## config.mk

```make
export PLATFORM = sky130hd
export DESIGN_NAME = combo_lock
export DESIGN_NICKNAME = d
export VERILOG_FILES = /design/src/rtl/lock_pkg.sv /design/src/rtl/digit_mux.sv /design/src/rtl/digit_cmp.sv /design/src/rtl/lock_ctrl.sv /design/src/rtl/combo_lock.sv
export SDC_FILE = /design/constraint.sdc
export NUM_CORES = 1
export LEC_CHECK = 0
export ABC_AREA = 1
export BUFFER_PORTS_ARGS = -buffer_cell sky130_fd_sc_hd__buf_2
export CORE_AREA = 3 3 40 42
export CTS_CLUSTER_SIZE = 20
export DETAILED_ROUTE_END_ITERATION = 12
export DIE_AREA = 0 0 43 45
export PLACE_DENSITY_LB_ADDON = 0.12
export SETUP_SLACK_MARGIN = 0.3
export SLEW_MARGIN = 20
export SYNTH_ARGS = -nofsm -noshare
export SYNTH_HDL_FRONTEND = slang
export SYNTH_SLANG_ARGS = --single-unit
```

## constraint.sdc

```tcl
create_clock -name clk -period 1.5 [get_ports clk]
set_clock_uncertainty 0.1 [all_clocks]
set_input_delay 0.3 -clock clk [delete_from_list [all_inputs] [get_ports clk]]
set_output_delay 0.3 -clock clk [all_outputs]
set_load 0.005 [all_outputs]
```

## src/rtl/lock_pkg.sv

```systemverilog
package lock_pkg;

    localparam int STATE_W = 4;
    localparam int SEL_W   = 3;

    // Outputs are raw state bits: [3] = open, [2:0] = digit select.
    typedef enum logic [STATE_W-1:0] {
        ST_ERR  = 4'b0000,
        ST_D1   = 4'b0001,
        ST_D2   = 4'b0010,
        ST_D3   = 4'b0100,
        ST_OPEN = 4'b1000
    } lock_state_e;

    typedef struct packed {
        logic             opened;
        logic [SEL_W-1:0] sel;
    } lock_out_t;

    function automatic lock_out_t state_to_out(input lock_state_e s);
        lock_out_t o;
        o.opened = s[STATE_W-1];
        o.sel    = s[SEL_W-1:0];
        return o;
    endfunction

    function automatic lock_state_e advance(input lock_state_e s);
        case (s)
            ST_D1:   return ST_D2;
            ST_D2:   return ST_D3;
            ST_D3:   return ST_OPEN;
            default: return s;
        endcase
    endfunction

endpackage

```

## src/rtl/digit_mux.sv

```systemverilog
module digit_mux #(
    parameter int DW  = 4,
    parameter int NUM = 3
) (
    input  logic [NUM*DW-1:0] digits,
    input  logic [NUM-1:0]    sel,
    output logic [DW-1:0]     q
);
    // Per output bit: AND each candidate with its select line, then OR them.
    for (genvar b = 0; b < DW; b++) begin : g_bit
        logic [NUM-1:0] col;
        for (genvar k = 0; k < NUM; k++) begin : g_src
            assign col[k] = digits[k*DW + b] & sel[k];
        end
        assign q[b] = |col;
    end
endmodule

```

## src/rtl/digit_cmp.sv

```systemverilog
module digit_cmp #(
    parameter int DW = 4
) (
    input  logic [DW-1:0] a,
    input  logic [DW-1:0] b,
    output logic          eq
);
    logic [DW-1:0] same;
    for (genvar i = 0; i < DW; i++) begin : g_xnor
        assign same[i] = ~(a[i] ^ b[i]);
    end
    assign eq = &same;
endmodule

```

## src/rtl/lock_ctrl.sv

```systemverilog
module lock_ctrl
    import lock_pkg::*;
(
    input  logic        clk,
    input  logic        rst,
    input  logic        enter,
    input  logic        eq,
    output lock_state_e state
);
    lock_state_e state_q, state_d;

    always_comb begin
        state_d = state_q;
        unique case (state_q)
            ST_D1, ST_D2, ST_D3: begin
                if (enter) state_d = eq ? advance(state_q) : ST_ERR;
            end
            ST_OPEN: state_d = ST_OPEN;
            ST_ERR:  state_d = ST_ERR;
            default: state_d = ST_ERR;
        endcase
    end

    always_ff @(posedge clk) begin
        if (rst) state_q <= ST_D1;
        else     state_q <= state_d;
    end

    assign state = state_q;
endmodule

```

## src/rtl/combo_lock.sv

```systemverilog
module combo_lock
    import lock_pkg::*;
#(
    parameter int                 DIGIT_W = 4,
    parameter logic [DIGIT_W-1:0] CODE_1  = 4'h5,
    parameter logic [DIGIT_W-1:0] CODE_2  = 4'h5,
    parameter logic [DIGIT_W-1:0] CODE_3  = 4'hA
) (
    input  logic               clk,
    input  logic               rst,
    input  logic [DIGIT_W-1:0] digit_in,
    input  logic               enter,
    output logic               door_open,
    output logic [SEL_W-1:0]   dig_sel
);
    localparam logic [SEL_W*DIGIT_W-1:0] CODE_BUS = {CODE_3, CODE_2, CODE_1};

    lock_state_e        state;
    lock_out_t          outs;
    logic [DIGIT_W-1:0] expected;
    logic               match;

    assign outs      = state_to_out(state);
    assign door_open = outs.opened;
    assign dig_sel   = outs.sel;

    digit_mux #(.DW(DIGIT_W), .NUM(SEL_W)) u_mux (
        .digits (CODE_BUS),
        .sel    (outs.sel),
        .q      (expected)
    );

    digit_cmp #(.DW(DIGIT_W)) u_cmp (
        .a  (digit_in),
        .b  (expected),
        .eq (match)
    );

    lock_ctrl u_ctrl (
        .clk   (clk),
        .rst   (rst),
        .enter (enter),
        .eq    (match),
        .state (state)
    );
endmodule

```

==> summary.md <==
| Metric | Value |
|---|---|
| FMAX | 869 MHz |
| Sequential group share of total power | 37.4% |
| Number of nets in the layout | 73 |
| Boundary pin count | 11 |
| Logic pwr share | 25.1% |
| Drt total wl | 619 microns |
| Cell family with most CP delay | flip-flops |
| Vias in the first global route | 277 |
| Net Count, Synth | 58 |
| Synth Area in XOR/XNOR | 0% |
| CP max FO | 7 |
| Total grt overflow | 0 |
| Fin Setup TNS | 0 ns |
| Final Hold Viols | 0 |
| Post-synthesis simple-gate area fraction | 60.3% |
| Part of the cycle the worst path needs | 76.7% |
| Max Root-Sink Buffers | 2 |
| Initial antenna violation count | 0 |
| FILL cells | 168 |
| Synth Area in Compound Gates | 2.53% |
| Synth unique cells | 10 |
| Critical path required time | 1.10 ns |
| Placed cell area | 365 sq um |
| Hold endpoint | u_ctrl.state[1]$_SDFFE_PP0P_ |
| Hold path startpoint | rst |
| Mapped Avg Cell Area | 5.81 sq um |
| Router iterations before antenna repair | 4 |
| Area Overhead vs Synth | 35.4% |
| Clock sinks | 4 |
| Storage cell area | 88.8 sq um |
| Setup crit end kind | output pin |
| Power density cells | 846 mW/mm^2 |
| Clock network fraction of total power | 37.5% |
| Status | finished, final reports clean |
| WP data arrival | 0.75 ns |
| Ant diodes | 0 |
| Die H | 45 microns |
| Vias | 320 |
| Largest family of logic cells by synthesized area | simple AND/OR/NAND/NOR gates |
| Mux contribution to synthesized area | 0% |
| Yosys top cell area share | 27.0% |
| Max Cap Viol | 0 |
| HP Class | primary input to flop |
| Buffers on Ports | 10 |
| Cell Rows | 13 |
| R2R Path End | u_ctrl.state[1]$_SDFFE_PP0P_ |
| Crit-path cells | buf_2 |
| Drt wl/cell | 7.84 microns |
| Slew Viols, Final | 0 |
| Clock root buffer master | clkbuf_4 |
| Synth Area in Adders | 0% |
| Post-synth EDFFs | 0 |
| Internal power | 240 uW |
| Crit path largest cell delay | 0.39 ns |
| Placed Cells | 76 |
| Layout Cells excl Fill | 79 |
| Final setup vio count | 0 |
| DRT antenna net count | 0 |
| Clock transition at path regs | 0.04 ns |
| Actual slew at the worst max-slew pin | 0.139 ns |
| Biggest area consumer among synthesized cells | dfxtp_1 |
| Worst-Skew Late Latency | 0.23 ns |
| CTS Buf Count | 3 |
| Via/cell ratio | 4.05 |
| Initial core utilization | 23.1% |
| Tot Pwr | 340 uW |
| # H-tree levels | 1 |
| Setup crit start kind | flop |
| First-pass GRT wire length | 1.07 mm |
| Worst path buffer plus inverter count | 1 |
| Most common cell in the netlist | nand2_1 |
| Largest net degree at the start of global routing | 8 |
| Seq/Total Area, Yosys | 27.0% |
| CTS tree | yes |
| Switch Pwr | 100 uW |
| Asr flop ratio synth | 0% |
| Post-route cell area | 402 sq um |
| R2r startpoint | u_ctrl.state[2]$_SDFFE_PP0P_ |
| Sw Ratio | 29.4% |
| Crit-path slowest cell | dfxtp_2 |
| Remaining routing DRC violations | 0 |
| Reg-to-reg slack, setup | 0.40 ns |
| Initial DRC count | 8 |
| Crit Path Category | flop to output pin |
| Core region area | 0.00128 sq mm |
| Top post-synthesis cells by area | dfxtp_1 (27%), nand2_1 (19%), nand3_1 (12%), nor2_1 (10%), nand2_2 (8.4%) |
| Area of the multi-input gates | 191 sq um |
| Maximum VDD drop | 0.000375 V |
| Commonest cells in the netlist | nand2_1 (15), nor2_1 (8), nand3_1 (7), inv_1 (6) |
| Synth Cell Area | 297 sq um |
| Max reg flops | 4 |
| Top_reg_cell synth | dfxtp_1 |
| Die width | 43 microns |
| Final HPWL DP | 551 microns |
| Cells after synthesis | 51 |
| Leakage | 0.000221 uW |
| RSZ-0062 raised after global routing | no |
| Max-slew headroom at the worst pin | 90.7% |
| Post-route minimum period | 1.15 ns |
| Post-CTS Hold Fix Bufs | 0 |
| Register-to-Register Path Depth | 7 |
| Share of layout cells above drive strength 1 | 40.6% |
| Placer's final routability congestion estimate | 0.643 |
| Die ar. | 0.00194 sq mm |
| Yosys warns | 0 |
| Global Route Usage Sum | 7.66% |
| Hold slack | 0.163 ns |
| Worst hold path cell count | 2 |
| Yosys reg bits | 4 |
==> metrics by stage <==
| stage | setup WS (ns) | util (%) |
|---|---|---|
| after global placement | 0.340 | 28.4 |
| after CTS | 0.312 | 30.3 |
| final | 0.350 | 31.3 |
| after detailed placement | 0.344 | 28.4 |
| after floorplan | 0.441 | - |
| after global routing | 0.303 | 31.3 |
==> cell type report <==
class / instances / area share [%]
multi-input combinational: 39 / 47.7
sequential: 4 / 22.1
timing repair buffer: 10 / 12.5
inverter: 8 / 7.48
clock buffer: 3 / 5.61
tap: 15 / 4.67
==> per-layer routing <==
metal	vias up	wire length, microns	global-route usage [%]
met5	-	0	0
met4	0	0	7.23
met3	0	23	2.39
met2	5	293	11.1
met1	131	301	8.92
li1	184	-	-
==> layout by cell type (no fill, tap or decap) <==
cell,n
clkbuf_4,3
nand3_1,7
dfxtp_1,1
o21bai_1,1
dfxtp_4,2
nand3_2,2
nand2_1,15
inv_2,2
nor2_4,1
nor2_2,1
nand2_2,4
nor2_1,8
dfxtp_2,1
buf_2,10
inv_1,6
==> worst register-to-register path, cell delays in order, from the launching register on <==
cell and delay [ns]:
dfxtp_2 0.35, nor2_2 0.15, nand3_2 0.09, nand2_2 0.08, nand2_2 0.07, nand2_1 0.07
nand2_1 0.05, nor2_1 0.07
==> power groups by stage <==
stage	registers, uW	clock network [uW]	logic [uW]
3_3_place_gp	127	0	85.8
3_5_place_dp	127	0	85.1
4_1_cts	125	135	85.6
5_1_grt	128	145	98.7
2_1_floorplan	126	0	58.3
6_report	127	128	85.2
==> cells by family after synthesis <==
group                  Yosys count
AOI/OAI and AO/OA                1
buffers and inverters            8
DFF                              4
and+or+nand+nor                 38
==> worst max path at each step <==
stage / startpoint / end / slack [ns] / cells past startpoint
finish: u_ctrl.state[2]$_SDFFE_PP0P_ / dig_sel[2] / 0.35 / 1
global route: u_ctrl.state[2]$_SDFFE_PP0P_ / u_ctrl.state[2]$_SDFFE_PP0P_ / 0.30 / 7
CTS: u_ctrl.state[1]$_SDFFE_PP0P_ / dig_sel[1] / 0.31 / 1
detailed placement: u_ctrl.state[0]$_SDFFE_PP1P_ / u_ctrl.state[2]$_SDFFE_PP0P_ / 0.34 / 7
global placement: u_ctrl.state[1]$_SDFFE_PP0P_ / u_ctrl.state[2]$_SDFFE_PP0P_ / 0.34 / 8
floorplan: u_ctrl.state[1]$_SDFFE_PP0P_ / u_ctrl.state[1]$_SDFFE_PP0P_ / 0.44 / 8
==> repair_timing <==
action / in CTS / in global routing
setup endpoints to repair: 1 / 5
setup buffers: 0 / 0
gates resized for setup: 1 / 5
Note: power is estimated with default switching activity, not from simulation.
